===== src/rtl/blk_xlate_pkg.sv =====
package blk_xlate_pkg;

  typedef enum logic [1:0] {
    ST_MISS  = 2'd0,
    ST_HIT   = 2'd1,
    ST_FAULT = 2'd2
  } xl_status_e;

  // rights vector: bit0 read, bit1 write, bit2 execute
  typedef struct packed {
    logic ex;
    logic wr;
    logic rd;
  } xl_perm_t;

  typedef struct packed {
    logic [31:0] hi;
    logic [31:0] lo;
  } xl_pair_t;

  localparam xl_perm_t PERM_NONE = 3'b000;
  localparam xl_perm_t PERM_RX   = 3'b101;
  localparam xl_perm_t PERM_RWX  = 3'b111;

  function automatic xl_perm_t classic_rights(input logic [1:0] code);
    case (code)
      2'd0:    return PERM_NONE;
      2'd2:    return PERM_RWX;
      default: return PERM_RX;
    endcase
  endfunction

  function automatic xl_perm_t legacy_rights(input logic key, input logic [1:0] code);
    if (!key) begin
      return (code == 2'd3) ? PERM_RX : PERM_RWX;
    end
    case (code)
      2'd0:    return PERM_NONE;
      2'd2:    return PERM_RWX;
      default: return PERM_RX;
    endcase
  endfunction

endpackage


===== src/rtl/xl_pair_bank.sv =====
module xl_pair_bank
  import blk_xlate_pkg::*;
#(
  parameter int NUM_ENTRIES = 8,
  localparam int IDX_W = (NUM_ENTRIES > 1) ? $clog2(NUM_ENTRIES) : 1
) (
  input  logic                            clk,
  input  logic                            rst,
  input  logic                            wr_en,
  input  logic [IDX_W-1:0]                wr_idx,
  input  logic                            wr_upper,
  input  logic [31:0]                     wr_data,
  output xl_pair_t [NUM_ENTRIES-1:0]      pairs
);

  for (genvar e = 0; e < NUM_ENTRIES; e++) begin : g_ent
    always_ff @(posedge clk) begin
      if (rst) begin
        pairs[e] <= '0;
      end else if (wr_en && (wr_idx == IDX_W'(e))) begin
        if (wr_upper) pairs[e].hi <= wr_data;
        else          pairs[e].lo <= wr_data;
      end
    end
  end

  // the addressed word holds the written data one cycle later
  assert_written_word_R12: assert property (@(posedge clk) disable iff (rst)
    wr_en |=> (($past(wr_upper) ? pairs[$past(wr_idx)].hi : pairs[$past(wr_idx)].lo)
               == $past(wr_data)));

endmodule


===== src/rtl/xl_entry_decode.sv =====
module xl_entry_decode
  import blk_xlate_pkg::*;
(
  input  xl_pair_t    pair,
  input  logic        legacy,
  input  logic        user,
  input  logic [31:17] ea_hi,
  output logic        match,
  output logic        valid,
  output xl_perm_t    perm,
  output logic [14:0] pa_hi
);

  logic [10:0] mask;
  logic        unused_bits;

  assign unused_bits = ^{pair.hi[16:13], pair.lo[16:7]};

  always_comb begin
    if (legacy) begin
      mask  = {5'b0, pair.lo[5:0]};
      valid = pair.lo[6];
      perm  = legacy_rights(user ? pair.hi[2] : pair.hi[3], pair.hi[1:0]);
    end else begin
      mask  = pair.hi[12:2];
      valid = user ? pair.hi[0] : pair.hi[1];
      perm  = classic_rights(pair.lo[1:0]);
    end
  end

  assign match = (ea_hi[31:28] == pair.hi[31:28]) &&
                 ((ea_hi[27:17] & ~mask) == pair.hi[27:17]);
  assign pa_hi = {pair.lo[31:28], (ea_hi[27:17] & mask) | pair.lo[27:17]};

endmodule


===== src/rtl/xl_prio_pick.sv =====
module xl_prio_pick
  import blk_xlate_pkg::*;
#(
  parameter int NUM_ENTRIES = 8
) (
  input  logic [NUM_ENTRIES-1:0]         cand,
  input  logic [NUM_ENTRIES-1:0][14:0]   pa_hi_in,
  input  xl_perm_t [NUM_ENTRIES-1:0]     perm_in,
  output logic                           found,
  output logic [14:0]                    pa_hi,
  output xl_perm_t                       perm
);

  // scan from the top so the lowest candidate index is the last to write
  always_comb begin
    found = 1'b0;
    pa_hi = '0;
    perm  = PERM_NONE;
    for (int i = NUM_ENTRIES - 1; i >= 0; i--) begin
      if (cand[i]) begin
        found = 1'b1;
        pa_hi = pa_hi_in[i];
        perm  = perm_in[i];
      end
    end
  end

endmodule


===== src/rtl/blk_xlate_unit.sv =====
module blk_xlate_unit
  import blk_xlate_pkg::*;
#(
  parameter int NUM_ENTRIES = 8,
  localparam int IDX_W = (NUM_ENTRIES > 1) ? $clog2(NUM_ENTRIES) : 1,
  localparam int CNT_W = $clog2(NUM_ENTRIES + 1)
) (
  input  logic             clk,
  input  logic             rst,
  input  logic             cfg_legacy,
  input  logic [CNT_W-1:0] cfg_count,
  input  logic             wr_en,
  input  logic             wr_side,
  input  logic [IDX_W-1:0] wr_idx,
  input  logic             wr_upper,
  input  logic [31:0]      wr_data,
  input  logic             req_valid,
  input  logic [31:0]      req_ea,
  input  logic             req_fetch,
  input  logic             req_write,
  input  logic             req_user,
  output logic             rsp_valid,
  output logic [1:0]       rsp_status,
  output logic [31:0]      rsp_pa,
  output logic [2:0]       rsp_perm
);

  localparam int NUM_SIDES = 2;  // index 0 data, index 1 instruction

  xl_pair_t [NUM_ENTRIES-1:0] side_pairs [NUM_SIDES];

  for (genvar s = 0; s < NUM_SIDES; s++) begin : g_side
    xl_pair_bank #(.NUM_ENTRIES(NUM_ENTRIES)) u_bank (
      .clk      (clk),
      .rst      (rst),
      .wr_en    (wr_en && (wr_side == 1'(s))),
      .wr_idx   (wr_idx),
      .wr_upper (wr_upper),
      .wr_data  (wr_data),
      .pairs    (side_pairs[s])
    );
  end

  // one set of comparators, shared by selecting the array first
  xl_pair_t [NUM_ENTRIES-1:0]       act_pairs;
  logic     [NUM_ENTRIES-1:0]       ent_match, ent_valid, ent_in_rng, cand;
  xl_perm_t [NUM_ENTRIES-1:0]       ent_perm;
  logic     [NUM_ENTRIES-1:0][14:0] ent_pa_hi;

  assign act_pairs = req_fetch ? side_pairs[1] : side_pairs[0];

  for (genvar i = 0; i < NUM_ENTRIES; i++) begin : g_dec
    xl_entry_decode u_dec (
      .pair   (act_pairs[i]),
      .legacy (cfg_legacy),
      .user   (req_user),
      .ea_hi  (req_ea[31:17]),
      .match  (ent_match[i]),
      .valid  (ent_valid[i]),
      .perm   (ent_perm[i]),
      .pa_hi  (ent_pa_hi[i])
    );
    assign ent_in_rng[i] = (CNT_W'(i) < cfg_count);
    assign cand[i]       = ent_match[i] && ent_valid[i] && ent_in_rng[i];
  end

  logic        pick_found;
  logic [14:0] pick_pa_hi;
  xl_perm_t    pick_perm;

  xl_prio_pick #(.NUM_ENTRIES(NUM_ENTRIES)) u_pick (
    .cand     (cand),
    .pa_hi_in (ent_pa_hi),
    .perm_in  (ent_perm),
    .found    (pick_found),
    .pa_hi    (pick_pa_hi),
    .perm     (pick_perm)
  );

  logic       denied;
  xl_status_e nxt_status;

  assign denied = req_fetch ? !pick_perm.ex :
                  (req_write ? !pick_perm.wr : !pick_perm.rd);

  always_comb begin
    if (!pick_found) nxt_status = ST_MISS;
    else if (denied) nxt_status = ST_FAULT;
    else             nxt_status = ST_HIT;
  end

  always_ff @(posedge clk) begin
    if (rst) begin
      rsp_valid  <= 1'b0;
      rsp_status <= ST_MISS;
      rsp_pa     <= '0;
      rsp_perm   <= '0;
    end else begin
      rsp_valid <= req_valid;
      if (req_valid) begin
        rsp_status <= nxt_status;
        rsp_pa     <= pick_found ? {pick_pa_hi, req_ea[16:0]} : 32'h0;
        rsp_perm   <= pick_found ? pick_perm : PERM_NONE;
      end
    end
  end

  // response follows request by exactly one cycle
  assert_rsp_latency_R2: assert property (@(posedge clk) disable iff (rst)
    req_valid |=> rsp_valid);
  assert_rsp_idle_R2: assert property (@(posedge clk) disable iff (rst)
    !req_valid |=> !rsp_valid);
  // nothing is scanned with a zero entry count
  assert_zero_count_miss_R8: assert property (@(posedge clk) disable iff (rst)
    (req_valid && (cfg_count == '0)) |=> (rsp_status == ST_MISS));
  // the page offset passes through on a hit or fault
  assert_offset_pass_R7: assert property (@(posedge clk) disable iff (rst)
    (req_valid && pick_found) |=> (rsp_pa[11:0] == $past(req_ea[11:0])));
  // a miss carries no address and no rights, the status code is legal
  assert_miss_zero_R11: assert property (@(posedge clk) disable iff (rst)
    (rsp_valid && (rsp_status == ST_MISS)) |-> ((rsp_pa == '0) && (rsp_perm == '0)));
  assert_status_legal_R11: assert property (@(posedge clk) disable iff (rst)
    rsp_status != 2'd3);
  assert_full_rights_no_fault_R11: assert property (@(posedge clk) disable iff (rst)
    (rsp_status == ST_FAULT) |-> (rsp_perm != 3'b111));
  // write right is never granted without read right
  assert_write_needs_read_R6: assert property (@(posedge clk) disable iff (rst)
    rsp_perm[1] |-> rsp_perm[0]);

endmodule


===== config.mk =====
export PLATFORM = sky130hd
export DESIGN_NAME = blk_xlate_unit
export DESIGN_NICKNAME = d
export VERILOG_FILES = /design/src/rtl/blk_xlate_pkg.sv /design/src/rtl/xl_pair_bank.sv /design/src/rtl/xl_entry_decode.sv /design/src/rtl/xl_prio_pick.sv /design/src/rtl/blk_xlate_unit.sv
export SDC_FILE = /design/constraint.sdc
export NUM_CORES = 2
export LEC_CHECK = 0
export ABC_AREA = 1
export BUFFER_PORTS_ARGS = -buffer_cell sky130_fd_sc_hd__buf_4
export CORE_MARGIN = 2
export CORE_UTILIZATION = 48
export DETAILED_ROUTE_END_ITERATION = 7
export GPL_TIMING_DRIVEN = 1
export PLACE_DENSITY = 0.64
export SYNTH_ARGS = -nofsm -noshare
export SYNTH_HDL_FRONTEND = slang
export SYNTH_SLANG_ARGS = --single-unit

===== constraint.sdc =====
create_clock -name clk -period 3.95 [get_ports clk]
set_input_delay 0.9875 -clock clk [delete_from_list [all_inputs] [get_ports clk]]
set_output_delay 0.9875 -clock clk [all_outputs]
set_load 0.02 [all_outputs]

* After elaboration in Yosys (flattened, before gate mapping)
Cells that the tools add are included.
** Storage, ports and cells
- Bits in latches :: 0
- Word-level logic and storage cells :: 346
- RAM bits :: 0
- Bits in registers :: 1062
- Output and inout bits :: 38
- Memories :: 0
- Memory bits (read-only) :: 0
** Cells by class
- Bitwise gates (word level) :: 34
- Add/sub/neg operators :: 0
- Reductions and logical operators :: 94
- Order comparisons :: 8
- Equal/unequal tests :: 47
- Multiplexer cells :: 127
- Divide/modulo/power cells :: 0
- $mul :: 0
- Shift operators :: 0
** Operators with widths (count)
- 512-bit 2-to-1 mux :: 1
- 11-bit bitwise AND :: 16
- 15-bit 2-to-1 mux :: 8
- 3-bit 2-to-1 mux :: 33
- 3-bit one-hot mux with 2 select lines :: 16
- 11-bit == test :: 8
- 11-bit 2-to-1 mux :: 8
- 11-bit NOT :: 8
- 11-bit bitwise OR :: 8
- 2-bit AND reduction :: 32
- 1-bit 2-to-1 mux :: 50
- 2-bit == test, second input constant :: 24
- 1-bit logical AND :: 42
- 4-bit == test :: 8
- 2-bit zero test :: 16
- 32-bit 2-to-1 mux :: 1
- 2-bit 2-to-1 mux :: 10
- 3-bit by 4-bit < comparator with 1-bit output, first input constant :: 4
- 3-bit == test, second input constant :: 4
- 1-bit by 4-bit < comparator with 1-bit output, first input constant :: 2
- 2-bit by 4-bit < comparator with 1-bit output, first input constant :: 2
- 3-bit by 2-bit == test with 1-bit output, second input constant :: 2
- 3-bit by 1-bit == test with 1-bit output, second input constant :: 1
- 1-bit zero test :: 3
- 2 further kinds :: 3

* Logic depth before layout (Yosys ltp)
- Depth after elaboration :: 21
- Mapped depth :: 26

* Modules after synthesis
Synthesis repeated with hierarchy kept, for this count alone.
** Unflattened totals
- Cell total of the unflattened synthesis :: 10545
- Area, all modules :: 60202.7 sq um
** Modules (own cells, without submodules)
- xl_pair_bank :: instances 2, cells an instance 3629, area an instance 22630.5 sq um, sequential area each 10249.8 sq um
- blk_xlate_unit :: instances 1, cells an instance 1852, area an instance 7876.3 sq um, sequential area each 760.7 sq um
- xl_entry_decode :: instances 8, cells an instance 135, area an instance 684.4 sq um, sequential area each 0.0 sq um
- xl_prio_pick :: instances 1, cells an instance 355, area an instance 1590.3 sq um, sequential area each 0.0 sq um

* Worst setup path after synthesis
OpenSTA, ideal clock, no wires.
- Path kind :: input -> register
- Start :: input port req_fetch
- End :: register rsp_pa[18]
- Arrival :: 2983 ps
- Stages :: 19
- Setup slack :: 835 ps
- Path through :: buf_6 -> buf_6 -> buf_4 -> o21ai_0 -> nand2_1 -> o21ai_0 -> nand2_1 -> xor2_1 -> nand2_1 -> nor2_1 -> nand3_1 -> buf_2 -> buf_2 -> nor3_1 -> nor2_1 -> nand2_1 -> nand2_1 -> o211ai_1 -> a21oi_1
** Between the ends
- Cells in the longest elaborated chain, start to end :: 17
- Elaborated cells between the ends (all ways) :: 114
- Those cells by class :: eq/ne (16); mux (42); bitwise (32); reduce/logical (24)
** Ends and longest elaborated chain
- from (decl) :: line blk_xlate_unit.sv:19 : input logic req_fetch,
- 512-bit 2-to-1 mux * :: line blk_xlate_unit.sv:50 : assign act_pairs = req_fetch ? side_pairs[1] : side_pairs[0];
- 11-bit 2-to-1 mux :: line xl_entry_decode.sv:20 : if (legacy) begin
- 11-bit NOT :: line xl_entry_decode.sv:32 : ((ea_hi[27:17] & ~mask) == pair.hi[27:17]);
- 11-bit bitwise AND :: line xl_entry_decode.sv:32
- 11-bit == test :: line xl_entry_decode.sv:32
- 1-bit logical AND :: line xl_entry_decode.sv:31 : assign match = (ea_hi[31:28] == pair.hi[31:28]) &&
- 1-bit logical AND (2 in series) :: line blk_xlate_unit.sv:64 : assign cand[i] = ent_match[i] && ent_valid[i] && ent_in_rng[i];
- 15-bit 2-to-1 mux / 1-bit 2-to-1 mux (equally long branches) (8 in series) :: line xl_prio_pick.sv:20 : if (cand[i]) begin
- 32-bit 2-to-1 mux * :: line blk_xlate_unit.sv:102 : rsp_pa <= pick_found ? {pick_pa_hi, req_ea[16:0]} : 32'h0;
- to (signal assigned) :: line blk_xlate_unit.sv:102
- to (decl) :: line blk_xlate_unit.sv:24 : output logic [31:0] rsp_pa,
Every way passes the cells marked *; elsewhere a longest branch is shown, timed or not.
A chain may end at the register's enable or synchronous reset.

* Worst setup path in the final report
- Start :: input port req_fetch
- End :: register rsp_pa[22]
The elaborated chain is that of the path after synthesis.

==> flow_summary.toml <==
[placed_design]
gp_congestion = 0.9903
numPortBuffers = 114
place_area_mm2 = 0.04358
dp_hpwl_um = 99120
preCtsSetupSlack_ns = -0.1876

[power]
powerDensity_mw_per_mm2 = 412.4
ir_drop_uv = 352.3
clkPwrFrac = 0.453
swShare = 0.2646
leakage_nw = 17.70
power.switching_w = 0.005086
combPwrFrac = 0.102
pwr-share-seq = 0.445
internal-power_w = 0.01413

[run]
cap_violations = 0

[sta]
hold_violations = 0
worst_clock_skew_ns = 0.03612
final-max-slew-violation-count = 0
finalCriticalPeriod_ns = 3.683
setup_viol = 0
fin_ws_ns = 0.2673
holdWs_ns = 0.4553
final.period_utilization = 0.9323
rsz0062_at_grt = "false"
max_freq_mhz = 271.5
tightest_slew_ns = 1.108
relSlewSlack = 0.2607

[setup_path]
crit_required_ns = 4.54
cp-end-kind = "flop"
critPathLaunch = "req_fetch"
reg2reg_setup_slack_ns = 0.74
r2r_end = "rsp_pa[21]$_SDFFE_PP0P_"
crit_chain = "buf_8 -> inv_4 -> buf_4 -> nand2_1 -> nand3_1 -> nand2_1 -> nand2_1 -> xor2_1 -> nand2_1 -> nor2_1 -> nand3_1 -> buf_12 -> nand2_1 -> inv_1 -> buf_4 -> nand3_1 -> o311ai_1 -> nand2_1 -> nand2_1 -> nand2_1 -> nand2_1 -> a21oi_1"
path_class = "in -> reg"
critical-path-max-stage-delay_ns = 0.34
cp_slowest_cell = "buf_4"
path_common_cell = "nand2_1"
start_kind = "primary input"
rr_worst_depth = 15
crit_end = "rsp_pa[22]$_SDFFE_PP0P_"
crit_fanout = 28
r2r_start = "g_side[0].u_bank.pairs[480]$_SDFFE_PP0P_"
cp.arrival_ns = 4.27

[status]
status = "finished, final reports clean"

[synthesis]
yosys_warnings = 0
synth_seq_cells = 837
yosysUniqueCellTypes = 50
ys_seq_area_frac = 0.4217
yosys-top-cells-area = "dfxtp_1 (42%), nand2_1 (15%), a21oi_1 (7.8%)"
synth_area_mm2 = 0.03974
syn_avg_cell_area_um2 = 6.921
async_reset_ff_frac = 0
syn_nets = 5823
synth.largest_area_cell = "dfxtp_1"
synthCells = 5742
synth_flop_cell = "dfxtp_1"
synth-edff-count = 0
synth_top_area_frac = 0.4217

[worst_hold_path]
hold_class = "reg -> reg"

[clock_network]
cts_buffers = 91
h-tree-depth = 3
cts_tree = "done"
cts_setup_buffers = 0
cts_sinks = 837
cts-root-buf = "clkbuf_16"
clk_pin_slew_ns = 0.06
cts-resized-gates = 0
clkLatencyLatePin_ns = 0.66
clockBufferDepth = 3
hold_buffers = 0

[finish]
layout.nets = 5951
final_common_cell = "nand2_1"
multi_input_area_mm2 = 0.01911
fin_area_mm2 = 0.04660
layout-drive-gt1-share = 0.1261
area_delta_synth_final_pct = 17.27
final_cell_mix = "nand2_1 (1,556), dfxtp_1 (837), a21oi_1 (620), buf_4 (515), nor2_1 (458)"
seqCellArea_mm2 = 0.01676
fill_cells = 7880
post-route-util = 0.5685

[global_route]
grt.overflow.total = 0
grt_use_total = 0.3618
antenna_found_initial = 12
grt_pass1_wl_um = 234900
grt_pass1_vias = 36660
grt_max_degree = 105

[drt]
drc = 0
vias = 40890
drt_wl_total_um = 158300
via_per_inst = 5.828
ant_nets = 0
drtPass1Iterations = 7
route.detailed.wl_per_inst_um = 22.56
drt_iter0_drc = 5295

[die]
fp.coreArea_mm2 = 0.08198
start_util = 0.4847
dieHeight_um = 291.7
die_x_um = 291.7
dieArea_mm2 = 0.08511
placementRows = 105
num_io_pins = 119
-- per-layer routing --
layer / up-vias / wire length (um) / global-route usage
met5: - / 79 / 0
met1: 18990 / 65310 / 0.5028
li1: 19380 / - / -
met4: 10 / 8413 / 0.1822
met3: 365 / 18070 / 0.07551
met2: 2151 / 66410 / 0.5297
-- power groups by stage --
stage | clock, W | combinational (W) | sequential, W
after floorplan | 0 | 0.000977 | 0.00873
after global placement | 0 | 0.00189 | 0.00873
after detailed placement | 0 | 0.00190 | 0.00873
after CTS | 0.00876 | 0.00190 | 0.00855
after global routing | 0.00910 | 0.00205 | 0.00855
final | 0.00870 | 0.00197 | 0.00855
-- stage by stage --
stage | TNS [ns] | total power (W) | std cells
after floorplan | 0 | 0.009706 | 5742
after global placement | -2.127 | 0.01062 | 6847
after CTS | 0 | 0.01922 | 7011
after detailed placement | -3.578 | 0.01063 | 6847
final | 0 | 0.01922 | 7016
after global routing | 0 | 0.01971 | 7011
-- synthesized netlist by cell type, types with 59 or more instances --
cell	n
a211oi_1	335
a21oi_1	620
clkbuf_1	389
dfxtp_1	837
inv_1	435
nand2_1	1557
nand3_1	149
nand4_1	237
nor2_1	461
o21ai_0	271
o21ai_1	61
o221ai_1	59
-- cell type report --
| cell class | count | share of cell area |
|---|---|---|
| well taps | 1070 | 0.02873 |
| multi-input cells | 3939 | 0.4101 |
| repair buffers | 557 | 0.1008 |
| clock buffers | 127 | 0.05767 |
| flip-flops and latches | 837 | 0.3596 |
| clock inverters | 37 | 0.006873 |
| inverters | 444 | 0.03600 |
| diodes | 5 | 0.0002685 |
-- critical path: cells and delay by family --
| family | cells | cell delay [ns] |
|---|---|---|
| compound gates | 2 | 0.42 |
| xor+xnor | 1 | 0.20 |
| buf+inv | 6 | 1.02 |
| simple gates | 13 | 1.60 |
-- logic make-up (layout without fill, tap and decap cells) --
family,Yosys count,count (layout),share of synthesized area
buffers and inverters,966,1165,0.09855
DFF,837,837,0.4217
other,0,5,0
AOI/OAI and AO/OA,1406,1406,0.2076
xor gates and xnor gates,40,40,0.008816
and+or+nand+nor,2468,2468,0.2571
muxes,25,25,0.006297
-- how the worst min path moves through the flow --
stage | startpoint | to | slack (ns) | cells after the start
CTS | g_side[0].u_bank.pairs[312]$_SDFFE_PP0P_ | g_side[0].u_bank.pairs[312]$_SDFFE_PP0P_ | 0.46 | 2
detailed placement | g_side[0].u_bank.pairs[312]$_SDFFE_PP0P_ | g_side[0].u_bank.pairs[312]$_SDFFE_PP0P_ | 0.45 | 2
global placement | g_side[0].u_bank.pairs[312]$_SDFFE_PP0P_ | g_side[0].u_bank.pairs[312]$_SDFFE_PP0P_ | 0.44 | 2
floorplan | g_side[0].u_bank.pairs[312]$_SDFFE_PP0P_ | g_side[0].u_bank.pairs[312]$_SDFFE_PP0P_ | 0.43 | 2
finish | g_side[0].u_bank.pairs[497]$_SDFFE_PP0P_ | g_side[0].u_bank.pairs[497]$_SDFFE_PP0P_ | 0.46 | 2
global route | g_side[0].u_bank.pairs[104]$_SDFFE_PP0P_ | g_side[0].u_bank.pairs[104]$_SDFFE_PP0P_ | 0.47 | 2
-- flip-flops by register name (all words and copies together) (netlist names) --
| name | cells |
|---|---|
| g_side.u_bank.pairs | 800 |
| rsp_pa | 32 |
| rsp_status | 2 |
| rsp_valid | 1 |
| rsp_perm | 2 |
(Power assumes the default switching activity.)
